--- src/rtl/timer_bank_pkg.sv ---
package timer_bank_pkg;
  localparam int unsigned TB_TGT_W = 8;
  localparam int unsigned TB_CNT_W = 4;
  localparam int unsigned TB_FAST_STEP = 4;
  localparam int unsigned TB_NUM_SLOW = 2;

  typedef enum logic {
    FT_IDLE  = 1'b0,
    FT_DRAIN = 1'b1
  } fast_state_e;
endpackage

--- src/rtl/tick_split.sv ---
module tick_split (
  input  logic tick_i,
  input  logic line_odd_i,
  output logic fast_tick_o,
  output logic slow_tick_o
);
  always_comb begin
    fast_tick_o = tick_i;
    slow_tick_o = tick_i & line_odd_i;
  end
endmodule

--- src/rtl/slow_timer.sv ---
module slow_timer #(
  parameter int unsigned TGT_W = timer_bank_pkg::TB_TGT_W,
  parameter int unsigned CNT_W = timer_bank_pkg::TB_CNT_W
) (
  input  logic             clk,
  input  logic             rst,
  input  logic             tick_i,
  input  logic             en_i,
  input  logic [TGT_W-1:0] tgt_i,
  output logic [CNT_W-1:0] cnt_o
);
  localparam int unsigned DIV_W = TGT_W + 1;

  logic [DIV_W-1:0] div_q;
  logic [DIV_W-1:0] div_inc;
  logic [DIV_W-1:0] tgt_eff;
  logic [CNT_W-1:0] cnt_q;
  logic             en_q;
  logic             en_rise;

  always_comb begin
    tgt_eff = (tgt_i == '0) ? DIV_W'(1) << TGT_W : {1'b0, tgt_i};
    div_inc = div_q + DIV_W'(1);
    en_rise = en_i & ~en_q;
  end

  always_ff @(posedge clk) begin
    if (rst) begin
      div_q <= '0;
      cnt_q <= '0;
      en_q  <= 1'b0;
    end else begin
      en_q <= en_i;
      if (en_rise) begin
        div_q <= '0;
      end else if (en_i && tick_i) begin
        if (div_inc >= tgt_eff) begin
          div_q <= '0;
          cnt_q <= cnt_q + CNT_W'(1);
        end else begin
          div_q <= div_inc;
        end
      end
    end
  end

  assign cnt_o = cnt_q;

  // a disabled slow timer keeps divider and counter
  p_hold_disabled_r8: assert property (@(posedge clk) disable iff (rst)
    !en_i |=> ($stable(cnt_q) && $stable(div_q)));

  // every counter step leaves the divider at zero
  p_div_zero_on_step_r5: assert property (@(posedge clk) disable iff (rst)
    (cnt_q != $past(cnt_q)) |-> (div_q == '0));
endmodule

--- src/rtl/fast_timer.sv ---
module fast_timer #(
  parameter int unsigned TGT_W = timer_bank_pkg::TB_TGT_W,
  parameter int unsigned CNT_W = timer_bank_pkg::TB_CNT_W,
  parameter int unsigned STEP  = timer_bank_pkg::TB_FAST_STEP
) (
  input  logic             clk,
  input  logic             rst,
  input  logic             tick_i,
  input  logic             en_i,
  input  logic [TGT_W-1:0] tgt_i,
  output logic [CNT_W-1:0] cnt_o,
  output logic             busy_o
);
  import timer_bank_pkg::*;

  localparam int unsigned DIV_W = TGT_W + 2;

  logic [DIV_W-1:0] div_q;
  logic [DIV_W-1:0] div_nxt;
  logic [DIV_W-1:0] tgt_eff;
  logic [CNT_W-1:0] cnt_q;
  logic             en_q;
  logic             en_rise;
  logic             take;
  fast_state_e      state_q;

  always_comb begin
    tgt_eff = (tgt_i == '0) ? DIV_W'(1) << TGT_W : {2'b00, tgt_i};
    en_rise = en_i & ~en_q;
    take    = (div_q >= tgt_eff);
    div_nxt = div_q + (tick_i ? DIV_W'(STEP) : '0) - (take ? tgt_eff : '0);
  end

  always_ff @(posedge clk) begin
    if (rst) begin
      div_q   <= '0;
      cnt_q   <= '0;
      en_q    <= 1'b0;
      state_q <= FT_IDLE;
    end else begin
      en_q <= en_i;
      if (en_rise) begin
        div_q   <= '0;
        state_q <= FT_IDLE;
      end else if (en_i) begin
        div_q   <= div_nxt;
        state_q <= (div_nxt >= tgt_eff) ? FT_DRAIN : FT_IDLE;
        if (take) cnt_q <= cnt_q + CNT_W'(1);
      end
    end
  end

  assign cnt_o  = cnt_q;
  assign busy_o = (state_q == FT_DRAIN);

  // a disabled fast timer keeps divider and counter
  p_hold_disabled_r8: assert property (@(posedge clk) disable iff (rst)
    !en_i |=> ($stable(cnt_q) && $stable(div_q)));

  // at most one period is removed per cycle
  p_one_step_r3: assert property (@(posedge clk) disable iff (rst)
    (CNT_W'(cnt_q - $past(cnt_q)) <= CNT_W'(1)));

  // no counting while idle with a steady period and no tick
  p_idle_no_count_r3: assert property (@(posedge clk) disable iff (rst)
    (!busy_o && !tick_i && $stable(tgt_i)) |=> $stable(cnt_q));
endmodule

--- src/rtl/line_timer_bank.sv ---
module line_timer_bank #(
  parameter int unsigned TGT_W    = timer_bank_pkg::TB_TGT_W,
  parameter int unsigned CNT_W    = timer_bank_pkg::TB_CNT_W,
  parameter int unsigned STEP     = timer_bank_pkg::TB_FAST_STEP,
  parameter int unsigned NUM_SLOW = timer_bank_pkg::TB_NUM_SLOW
) (
  input  logic                      clk,
  input  logic                      rst,
  input  logic                      tick_i,
  input  logic                      line_odd_i,
  input  logic                      fast_en_i,
  input  logic [TGT_W-1:0]          fast_tgt_i,
  input  logic [NUM_SLOW-1:0]       slow_en_i,
  input  logic [NUM_SLOW*TGT_W-1:0] slow_tgt_i,
  output logic [CNT_W-1:0]          fast_cnt_o,
  output logic                      fast_busy_o,
  output logic [NUM_SLOW*CNT_W-1:0] slow_cnt_o
);
  logic fast_tick;
  logic slow_tick;

  tick_split u_split (
    .tick_i      (tick_i),
    .line_odd_i  (line_odd_i),
    .fast_tick_o (fast_tick),
    .slow_tick_o (slow_tick)
  );

  fast_timer #(.TGT_W(TGT_W), .CNT_W(CNT_W), .STEP(STEP)) u_fast (
    .clk    (clk),
    .rst    (rst),
    .tick_i (fast_tick),
    .en_i   (fast_en_i),
    .tgt_i  (fast_tgt_i),
    .cnt_o  (fast_cnt_o),
    .busy_o (fast_busy_o)
  );

  for (genvar g = 0; g < NUM_SLOW; g++) begin : g_slow
    slow_timer #(.TGT_W(TGT_W), .CNT_W(CNT_W)) u_slow (
      .clk    (clk),
      .rst    (rst),
      .tick_i (slow_tick),
      .en_i   (slow_en_i[g]),
      .tgt_i  (slow_tgt_i[g*TGT_W +: TGT_W]),
      .cnt_o  (slow_cnt_o[g*CNT_W +: CNT_W])
    );
  end

  // even-line ticks never move the slow counters
  p_even_line_ignored_r4: assert property (@(posedge clk) disable iff (rst)
    (tick_i && !line_odd_i) |=> $stable(slow_cnt_o));

  // outputs are cleared in the cycle after reset
  p_reset_clear_r1: assert property (@(posedge clk)
    rst |=> (fast_cnt_o == '0 && slow_cnt_o == '0 && !fast_busy_o));
endmodule

--- config.mk ---
export PLATFORM = sky130hd
export DESIGN_NAME = line_timer_bank
export DESIGN_NICKNAME = d
export VERILOG_FILES = /design/src/rtl/timer_bank_pkg.sv /design/src/rtl/tick_split.sv /design/src/rtl/slow_timer.sv /design/src/rtl/fast_timer.sv /design/src/rtl/line_timer_bank.sv
export SDC_FILE = /design/constraint.sdc
export NUM_CORES = 1
export LEC_CHECK = 0
export BUFFER_PORTS_ARGS = -buffer_cell sky130_fd_sc_hd__buf_2
export CAP_MARGIN = 10
export CORE_ASPECT_RATIO = 1.2
export CORE_MARGIN = 4
export CORE_UTILIZATION = 48
export DETAILED_ROUTE_END_ITERATION = 10
export GPL_ROUTABILITY_DRIVEN = 0
export PLACE_DENSITY = 0.79
export SETUP_SLACK_MARGIN = 0.4
export SYNTH_ARGS = -nofsm -noshare
export SYNTH_HDL_FRONTEND = slang
export SYNTH_SLANG_ARGS = --single-unit
--- constraint.sdc ---
create_clock -name clk -period 11.1 [get_ports clk]
set_clock_uncertainty 0.1 [all_clocks]
set_input_delay 2.775 -clock clk [delete_from_list [all_inputs] [get_ports clk]]
set_output_delay 2.775 -clock clk [all_outputs]
set_load 0.005 [all_outputs]
-- After elaboration in Yosys (flattened, before gate mapping)
Cells that the tools add are included.
- add/subtract/negate cells: 7
- $lt $le $gt $ge: 4
- mux-type cells: 8
- bitwise operators: 10
- reductions and logical operators: 11
- operators by type and width (cell ; count):
    two-way mux 9 bit ; 5
    zero test 8 bit ; 3
    >= comparator 10 bit ; 2
    adder 9 x 1 -> 9 bit (second input constant) ; 2
    >= comparator 9 bit ; 2
    adder 4 x 1 -> 4 bit (second input constant) ; 3
    adder 10 bit ; 1
    two-way mux 10 bit ; 1
    subtractor 10 bit ; 1
    AND reduction 3 bit ; 3
    inverter 1 bit ; 6
    OR reduction 2 bit ; 3
    AND 1 bit ; 4
    two-way mux 3 bit ; 1
    logical AND 1 bit ; 2
    two-way mux 1 bit ; 1
- flip-flop bits (word level): 44
- input bits: 31
- word-level logic and storage cells: 50

-- Logic depth before layout (Yosys ltp)
Gate-level depths: netlist (run 1).
- word-level depth: 7
- gate-level depth with buffers: 23

-- By module
From an unflattened synthesis (run 1), not the netlist that was laid out.
- cells, all modules: 464
- area total of the unflattened synthesis: 3683.5 sq um
- modules (own cells, without submodules) (module ; instances ; cells each ; area an instance (sq um) ; seq. area each (sq um)):
    slow_timer ; 2 ; 128 ; 983.4 ; 280.3
    fast_timer ; 1 ; 206 ; 1702.9 ; 320.3
    tick_split ; 1 ; 2 ; 13.8 ; 0.0

-- Worst setup path before layout (run 1)
OpenSTA, ideal clock, no wires.
- path kind: input -> register
- start: input port fast_tgt_i[2]
- end: register u_fast.state_q, in the netlist u_fast.busy_o
- setup time: 0.136 ns
- data arrival time: 6.557 ns
- data required time: 10.864 ns
- path slack: 4.307 ns
- cell stages on the path: 21
- path buffers: 1
- path through: nor4_1 nand2_1 ha_1 o2111ai_1 and2_1 buf_2 nor2_1 nand2_1 ha_1 ha_1 inv_1 fa_1 nor2b_1 o31a_1 o21a_1 nor2_1 xnor2_1 ha_1 a21o_1 a211oi_1 a311oi_1
- longest elaborated chain between the ends: 7
- ends and longest elaborated chain (element ; RTL line ; RTL):
    from (decl) ; line_timer_bank.sv:12 ; input logic [TGT_W-1:0] fast_tgt_i,
    zero test 8 bit ; fast_timer.sv:28 ; tgt_eff = (tgt_i == '0) ? DIV_W'(1) << TGT_W : {2'b00, tgt_i};
    two-way mux 9 bit * ; fast_timer.sv:28 ;
    >= comparator 10 bit ; fast_timer.sv:30 ; take = (div_q >= tgt_eff);
    two-way mux 10 bit * ; fast_timer.sv:31 ; div_nxt = div_q + (tick_i ? DIV_W'(STEP) : '0) - (take ? tgt_eff : '0);
    subtractor 10 bit * ; fast_timer.sv:31 ;
    net u_fast.div_nxt[7] ; fast_timer.sv:19 ; logic [DIV_W-1:0] div_nxt;
    >= comparator 10 bit * ; fast_timer.sv:47 ; state_q <= (div_nxt >= tgt_eff) ? FT_DRAIN : FT_IDLE;
    two-way mux 1 bit * ; fast_timer.sv:47 ;
    to (signal assigned) ; fast_timer.sv:47 ;
    to (decl) ; fast_timer.sv:25 ; fast_state_e state_q;
The timed path passes the listed nets; every way through them passes the cells marked *.
A chain may end at the register's enable or synchronous reset.

-- Worst setup path after layout (run 1)
- start: input port fast_tgt_i[1]
- end: register u_fast.state_q, in the netlist u_fast.busy_o
Same word-level chain as after synthesis.

==> results.cfg, run 1 <==
[run_status]
status = complete, no violations

[yosys]
syn-cell-area_um2 = 3620
syn_inst = 455
synth_area_leader_cell = dfxtp_1
synth_area_per_cell_um2 = 7.96
synthTopCellsByArea = dfxtp_1, ha_1, nand2_1
synth_edf_count = 0
synthArstFlopShare_pct = 0
synth-seq-cells = 44
seq_area_frac_synth_pct = 24.3
syn_nets = 545
yosysTopAreaCellShare_pct = 24.3
synthFlopType = dfxtp_1
yosysWarnings = 0
synth.distinct_cells = 53

[cells_and_area]
layout_common_cells = ha_1, nand2_1, dfxtp_1, buf_2, inv_1
stdcell_count = 579
layout.nets = 578
antenna_cells = 0
drive_gt1_share_pct = 12.7
fillCellCount = 691
area_growth_pct = 10.5
final_common_cell = ha_1

[clock_tree]
post-cts-setup-buffers = 0
cts_resized = 0
numCtsBuffers = 5
cts-root-buf = clkbuf_8
clkTransAtPathRegs_ns = 0.09
htreeDepth = 2
worst_skew_pair.late_latency_ns = 0.30
cts_sinks = 44
tritoncts = built
cts_hold_buf = 0
clockBufferDepth = 2

[worst_hold_path]
hold_path.class = reg -> reg

[route]
wl_per_cell_um = 14.3
vias_per_cell = 5.86
wirelength_mm = 8.26
remaining_drc_errors = 0
first_iter_violations = 125
routed-via-count = 3391
ant_nets = 0
firstDrtPassIters = 4

[global_routing]
grt.total_usage_pct = 19.2
grt_max_degree = 22
grt_util_met2_pct = 36.0
overflow = 0
gr-usage-met1_pct = 21.7
grt_pass1_wl_mm = 14.0
gr-usage-met3_pct = 2.72
grt_pass1_vias = 3217
antenna_found_initial = 0
busiest_layer = met2

[timing]
report.final.hold_viol_count = 0
fmax_mhz = 140
min_period_ns = 7.14
setup_violations = 0
tightest_slew_ns = 1.05
period_share_pct = 64.3
drv_slew = 0
finalSetupTns_ns = 0
slew_headroom_pct = 29.3
rsz0062_at_grt = false

[floorplanning]
rows = 34
pin_count = 44
die_h_um = 103
die-area_um2 = 9010
placeableCoreArea_um2 = 7320
initial_core_util_pct = 49.5
die_w_um = 87.3

[worst_setup_path]
cp_slowest_cell = nor2_1
critical_path_class = in -> reg
worst_setup_path_end_kind = flop
cp_common_cell = ha_1
max_stage_delay_ns = 0.44
arrival_ns = 7.21
path_cells = buf_2 -> nor4_1 -> nand2_1 -> ha_1 -> o2111ai_1 -> and2_1 -> nor2_1 -> nand2_1 -> ha_1 -> ha_1 -> inv_1 -> fa_1 -> nor2b_1 -> o31a_1 -> o21a_1 -> nor2_1 -> xnor2_1 -> ha_1 -> a21o_1 -> a211oi_1 -> a311oi_1
required_ns = 11.17
cp-start-kind = input port
worst-path-max-fanout = 10

[placement]
dpl.hpwl_mm = 6.69
placement.io_buffers = 43
dp.cells = 571

[power_and_ir_drop]
power_density_nw_per_um2 = 215
peakVddDrop_uv = 246
p_leak_uw = 0.00180

[flow_run]
maxCapViolations = 0
[routing by layer]
metal	wire, µm	up-vias
met4	227	0
met1	3400	1573
met2	4210	91
met5	0	-
met3	421	19
li1	-	1708
[cells in the mapped netlist (2+ instances only)]
library cell,n
a211oi_1,7
a21o_1,3
a21oi_1,32
a31oi_1,7
a32o_1,4
a41oi_1,2
and2_1,4
and3_1,5
buf_2,6
clkbuf_1,10
dfxtp_1,44
fa_1,2
ha_1,57
inv_1,40
mux2_2,5
mux2i_1,8
nand2_1,45
nand2b_1,3
nand3_1,28
nand4_1,12
nand4b_1,2
nor2_1,30
nor2b_1,10
nor3_1,7
nor3b_1,2
nor4_1,9
o211ai_1,2
o21a_1,3
o21ai_0,14
o21ai_1,3
o31ai_1,4
or3_1,3
or4_1,5
xnor2_1,14
xor2_1,5
[logic make-up (layout without fill, tap and decap cells)]
group,after synthesis,after routing,synth area share (%)
xor+xnor,20,20,5.22
flops,44,44,24.3
mux,13,13,3.77
compound gates,92,92,16.3
fa+ha+maj,59,59,20.8
buf+inv,59,93,6.36
simple gates,168,168,23.2
[final cells by class]
type,count,area [µm²],area share (%)
well taps,90,113,2.81
multi-input cells,352,2510,62.7
clock buffers,6,82.6,2.06
clock inverters,2,38.8,0.969
inverters,41,154,3.84
repair buffers,44,223,5.56
flip-flops and latches,44,881,22.0
[state kept, by name, indices dropped and copies added (netlist names)]
name                 flops
g_slow.u_slow.cnt_o      8
g_slow.u_slow.div_q     18
g_slow.u_slow.en_q       2
u_fast.busy_o            1
u_fast.cnt_o             4
u_fast.div_q            10
u_fast.en_q              1
[final timing paths]
| kind | from | endpoint | slack (ns) | cells past startpoint |
|---|---|---|---|---|
| worst max register to register | u_fast.div_q[7]$_SDFFE_PP0P_ | u_fast.busy_o$_SDFFE_PP0P_ | 6.60 | 20 |
| worst min-delay path | g_slow[0].u_slow.div_q[1]$_SDFFE_PP0P_ | g_slow[0].u_slow.div_q[1]$_SDFFE_PP0P_ | 0.39 | 2 |
| worst max-delay path | fast_tgt_i[1] | u_fast.busy_o$_SDFFE_PP0P_ | 3.96 | 21 |
| worst min register to register | g_slow[0].u_slow.div_q[1]$_SDFFE_PP0P_ | g_slow[0].u_slow.div_q[1]$_SDFFE_PP0P_ | 0.39 | 2 |
[metrics by stage]
stage	power (µW)	setup slack, ns	area, µm²	hold slack (ns)	util, %
detailed placement	723	3.68	3880	0.372	53.0
global route	941	3.58	4000	0.425	54.7
global placement	700	3.94	3880	0.359	53.0
floorplan	604	4.31	3620	0.349	-
finish	859	3.96	4000	0.388	54.7
CTS	858	4.01	4000	0.385	54.7
[worst max-delay path, delay by kind of cell]
kind,cells,cell delay (ns)
xor gates and xnor gates,1,0.13
buffers and inverters,2,0.18
adders and majority gates,5,1.51
AOI/OAI and AO/OA,6,1.00
and+or+nand+nor,7,1.60
[where the power goes]
part | internal [µW] | switching (µW) | total (µW)
Sequential | 172 | 15.4 | 187
Combinational | 241 | 300 | 541
Clock | 73.6 | 57.8 | 131
Total | 486 | 373 | 859
No activity file was read; power rests on OpenSTA's default activity.
==> run 2, diff against run 1 <==
- clock period: 11.1 -> 7.48 ns (I/O delays scaled with it)
==> run 2 against run 1 <==
  * Via count fell by 0.59%
  * Core utilization fell by 0.38 points
  * Design area fell by 0.69%
  * Cell count did not move
  * First-iteration DRC count rose by 16%
  * Setup slack got worse by 2.7 ns
  * Sequential power rose by 49%
  * Critical path type unchanged
==> results.cfg, run 2 (synthesized netlist as in run 1, its figures left out) <==
[run_status]
status = complete, no violations

[route]
firstDrtPassIters = 6
route.met2.wl_mm = 4.26
dr_wl_met3_um = 410
wl_per_cell_um = 14.1
top_layer = met4
ant_nets = 0
wl_met1_mm = 3.38
wirelength_mm = 8.17
vias_per_cell = 5.82
routed-via-count = 3371
first_iter_violations = 145
remaining_drc_errors = 0

[cells_and_area]
largest_register = g_slow.u_slow.div_q
drive_gt1_share_pct = 12.5
fillCellCount = 712
antenna_cells = 0
final_common_cell = ha_1
layout.nets = 578
area_growth_pct = 9.74
largest_reg_flops = 18
layout_common_cells = ha_1, nand2_1, dfxtp_1, buf_2, inv_1

[floorplanning]
die_h_um = 103
placeableCoreArea_um2 = 7320
die-area_um2 = 9010
die_w_um = 87.3
rows = 34
initial_core_util_pct = 49.5
pin_count = 44

[clock_tree]
tritoncts = built
cts_hold_buf = 0
cts_sinks = 44
clockBufferDepth = 2
worst_skew_pair.late_latency_ns = 0.29
cts-root-buf = clkbuf_8
cts_resized = 0
htreeDepth = 2
numCtsBuffers = 5
post-cts-setup-buffers = 0
clkTransAtPathRegs_ns = 0.08

[global_routing]
grt_pass1_wl_mm = 14.0
antenna_found_initial = 0
overflow = 0
grt_max_degree = 22
grt.total_usage_pct = 19.2
grt_pass1_vias = 3179

[timing]
drv_slew = 0
min_period_ns = 6.20
slew_headroom_pct = 29.2
holdWs_ns = 0.387
setup_violations = 0
fmax_mhz = 161
finalSetupTns_ns = 0
rsz0062_at_grt = false
period_share_pct = 82.9
report.final.hold_viol_count = 0
tightest_slew_ns = 1.05

[placement]
dpl.hpwl_mm = 6.63
placement.io_buffers = 43

[power_and_ir_drop]
p_leak_uw = 0.00179
power_density_nw_per_um2 = 312
peakVddDrop_uv = 430
fin_total_pwr_uw = 1240

[worst_setup_path]
max_stage_delay_ns = 0.45
cp-start-kind = input port
cp_slowest_cell = nor2_1
path_cells = buf_2 -> nor4_1 -> nand2_1 -> ha_1 -> o2111ai_1 -> and2_1 -> nor2_1 -> nand2_1 -> ha_1 -> ha_1 -> inv_1 -> fa_1 -> nor2b_1 -> o31a_1 -> o21a_1 -> nor2_1 -> xnor2_1 -> ha_1 -> nand3_1 -> a21oi_1 -> o41ai_1 -> a311oi_1
cp_common_cell = ha_1
r2r_setup_slack_ns = 2.96
worst-path-max-fanout = 10
cp_num_buf_inv = 2
worst_setup_path_end_kind = flop
arrival_ns = 6.31
critical_path_class = in -> reg
critPathTopFamily = simple AND/OR/NAND/NOR gates
required_ns = 7.58

[worst_hold_path]
hold_path.class = reg -> reg

[flow_run]
maxCapViolations = 0
==> run 2: cell types whose count changed in the layout (fill, tap and decap cells not counted), sizes merged <==
| cell | previous run | this run |
|---|---|---|
| bufinv | 1 | 0 |
| clkbuf | 6 | 7 |
| clkinv | 1 | 0 |
| clkinvlp | 0 | 1 |
==> run 2: power by group <==
| part | internal, µW | switching [µW] |
|---|---|---|
| clock | 75.1 | 79.6 |
| sequential | 255 | 22.6 |
| combinational | 359 | 448 |
| total | 689 | 550 |
==> run 2: worst paths after layout <==
check	end	cells past startpoint	startpoint
worst max register to register	u_fast.busy_o$_SDFFE_PP0P_	21	u_fast.div_q[7]$_SDFFE_PP0P_
worst max-delay path	u_fast.busy_o$_SDFFE_PP0P_	22	fast_tgt_i[1]
worst min register to register	g_slow[0].u_slow.div_q[1]$_SDFFE_PP0P_	2	g_slow[0].u_slow.div_q[1]$_SDFFE_PP0P_
worst min-delay path	g_slow[0].u_slow.div_q[1]$_SDFFE_PP0P_	2	g_slow[0].u_slow.div_q[1]$_SDFFE_PP0P_
==> run 2: worst reg2reg max path: stages, from the launching register on <==
cell	delay (ns)
dfxtp_1	0.35
ha_1	0.32
a21o_1	0.16
a211oi_1	0.27
and2_1	0.33
nor2_1	0.20
and2_1	0.21
ha_1	0.17
inv_1	0.05
ha_1	0.20
inv_1	0.08
fa_1	0.40
nor2b_1	0.15
o31a_1	0.20
o21a_1	0.16
nor2_1	0.06
xnor2_1	0.13
ha_1	0.30
nand3_1	0.08
a21oi_1	0.13
o41ai_1	0.11
a311oi_1	0.26
==> run 2: layer usage <==
| metal | up-vias | track usage (%) |
|---|---|---|
| met2 | 90 | 36.0 |
| met4 | 0 | 5.67 |
| met3 | 12 | 2.72 |
| met1 | 1563 | 22.4 |
| li1 | 1706 | - |
| met5 | - | 0 |
==> run 2: layout make-up <==
cell class	instances	area, µm²	share of cell area, %
multi-input cells	352	2510	63.2
well taps	90	113	2.83
inverters	41	154	3.87
clock inverters	1	7.51	0.189
repair buffers	44	223	5.60
flip-flops and latches	44	881	22.2
clock buffers	7	86.3	2.17
==> run 2: stage by stage <==
step | cell area, µm² | setup WS (ns) | cells | util, %
global route | 3980 | 0.801 | 579 | 54.3
global placement | 3880 | 1.23 | 571 | 53.0
detailed placement | 3880 | 1.08 | 571 | 53.0
CTS | 3980 | 1.36 | 579 | 54.3
finish | 3980 | 1.28 | 579 | 54.3
floorplan | 3620 | 1.59 | 455 | -
==> run 3, diff against run 2 <==
- PLACE_DENSITY: 0.79 -> 0.81
- clock period: 7.48 -> 5.3 ns (I/O delays scaled with it)
==> run 3 against run 2 <==
  * Sequential power rose by 42%
  * Cell count rose by 1.9%
  * Via count rose by 2.5%
  * Setup slack got worse by 1.0 ns
  * Global-route usage rose by 0.81 points
  * Critical endpoint unchanged
  * Highest routed layer unchanged
==> results.cfg, run 3 (synthesized netlist as in run 1, its figures left out) <==
[run_status]
status = complete, no violations

[route]
vias_per_cell = 5.86
remaining_drc_errors = 0
wl_per_cell_um = 14.8
ant_nets = 0
routed-via-count = 3455
firstDrtPassIters = 4
first_iter_violations = 163
wirelength_mm = 8.76

[floorplanning]
initial_core_util_pct = 49.5
pin_count = 44
die_h_um = 103
placeableCoreArea_um2 = 7320
die_w_um = 87.3
die-area_um2 = 9010
rows = 34

[clock_tree]
clkTransAtPathRegs_ns = 0.08
htreeDepth = 2
worst_skew_pair.late_latency_ns = 0.29
clockBufferDepth = 2
cts-root-buf = clkbuf_8
cts_sinks = 44
numCtsBuffers = 5
tritoncts = built

[timing]
setup_violations = 0
fmax_mhz = 197
min_period_ns = 5.07
report.final.hold_viol_count = 0
period_share_pct = 95.6
rsz0062_at_grt = true
drv_slew = 0
tightest_slew_ns = 0.726
slew_headroom_pct = 51.3
timing.final.ws_setup_ns = 0.234

[worst_setup_path]
worst-path-max-fanout = 3
arrival_ns = 5.17
critPathTopFamily = adder cells
worst_setup_path_end_kind = flop
critical_path_class = in -> reg
path_cells = buf_2 -> nor4_4 -> nand2_2 -> ha_4 -> o2111ai_1 -> and2_4 -> nor3_2 -> fa_1 -> fa_2 -> nor2b_2 -> o31a_1 -> o21a_1 -> nor2_1 -> xnor2_1 -> ha_1 -> nand3_1 -> a21oi_2 -> o41ai_1 -> a311oi_1
cp_slowest_cell = fa_1
cp-start-kind = input port
max_stage_delay_ns = 0.49
cp_num_buf_inv = 1
required_ns = 5.40

[global_routing]
grt_max_degree = 22
grt_pass1_wl_mm = 14.5
grt.total_usage_pct = 20.0
antenna_found_initial = 0
overflow = 0
grt_pass1_vias = 3313

[cells_and_area]
largest_register = g_slow.u_slow.div_q
layout_common_cells = ha_1, nand2_1, dfxtp_1, buf_2, inv_1
antenna_cells = 0
layout.nets = 591
utilization_pct = 57.5
final_cell_area_um2 = 4200
drive_gt1_share_pct = 18.6
largest_reg_flops = 18
final_common_cell = ha_1
area_growth_pct = 16.1
stdcell_count = 590

[power_and_ir_drop]
p_leak_uw = 0.00187
peakVddDrop_uv = 479
fin_total_pwr_uw = 2100
power_density_nw_per_um2 = 501

[worst_hold_path]
hold_path.class = reg -> reg

[placement]
dp.cells = 577
dp_slack_ns = -0.124
placement.io_buffers = 43
dpl.hpwl_mm = 6.90
post_dp_cell_area_um2 = 4010

[flow_run]
maxCapViolations = 0
[run 3: cell count changes in the layout (fill, tap and decap cells not counted), sizes merged]
| cell | change |
|---|---|
| buf | +13 |
| bufinv | +1 |
| clkbuf | -2 |
| clkinvlp | -1 |
[run 3: power by group]
group / leakage, µW / internal [µW] / switching, µW
Combinational: 0.00146 / 714 / 749
Sequential: 0.000357 / 360 / 33.9
Clock: 0.0000501 / 135 / 113
Total: 0.00187 / 1210 / 896
[run 3: layout make-up]
| cell class | instances | area, µm² |
|---|---|---|
| Timing Repair Buffer | 57 | 320 |
| Clock buffer | 5 | 68.8 |
| Clock inverter | 1 | 30.0 |
| Tap cell | 90 | 113 |
| Fill cell | 654 | 3110 |
| Multi-Input combinational cell | 352 | 2640 |
| Sequential cell | 44 | 881 |
| Inverter | 41 | 154 |
[run 3: path summary, 6_finish.rpt]
path | start | end | slack [ns] | cells after the start
min | u_fast.cnt_o[3]$_SDFFE_PP0P_ | u_fast.cnt_o[3]$_SDFFE_PP0P_ | 0.38 | 2
max reg2reg | u_fast.div_q[0]$_SDFFE_PP0P_ | u_fast.busy_o$_SDFFE_PP0P_ | 1.22 | 18
min reg2reg | u_fast.cnt_o[3]$_SDFFE_PP0P_ | u_fast.cnt_o[3]$_SDFFE_PP0P_ | 0.38 | 2
max | fast_tgt_i[4] | u_fast.busy_o$_SDFFE_PP0P_ | 0.23 | 19
[run 3: routing by layer]
metal	vias up	routed length (µm)	global-route usage, %
met3	13	381	2.56
met1	1646	3580	22.8
met5	-	0	0
met4	0	150	5.55
li1	1721	-	-
met2	75	4650	38.5
[run 3: worst register-to-register path, stage by stage (launching register included)]
cell and delay [ns]:
dfxtp_1 0.34, inv_1 0.07, ha_1 0.28, nand2b_1 0.14, a211oi_1 0.27, o211a_1 0.29, nor3_2 0.07, fa_1 0.49
fa_2 0.42, nor2b_2 0.15, o31a_1 0.16, o21a_1 0.14, nor2_1 0.06, xnor2_1 0.14, ha_1 0.31, nand3_1 0.11
a21oi_2 0.13, o41ai_1 0.08, a311oi_1 0.25
[run 3: timing repair]
action                                  CTS  global route
resized for setup                         6             3
hold buffers                              0             0
cloned                                    0             0
setup buffers                             5             2
pin swaps                                12             3
endpoints found under the setup margin    1             1
[run 3: through the flow]
stage | TNS [ns] | hold slack, ns
6_report | 0 | 0.384
5_1_grt | 0 | 0.407
4_1_cts | 0 | 0.381
3_5_place_dp | -0.124 | 0.370
3_3_place_gp | 0 | 0.358
2_1_floorplan | 0 | 0.349
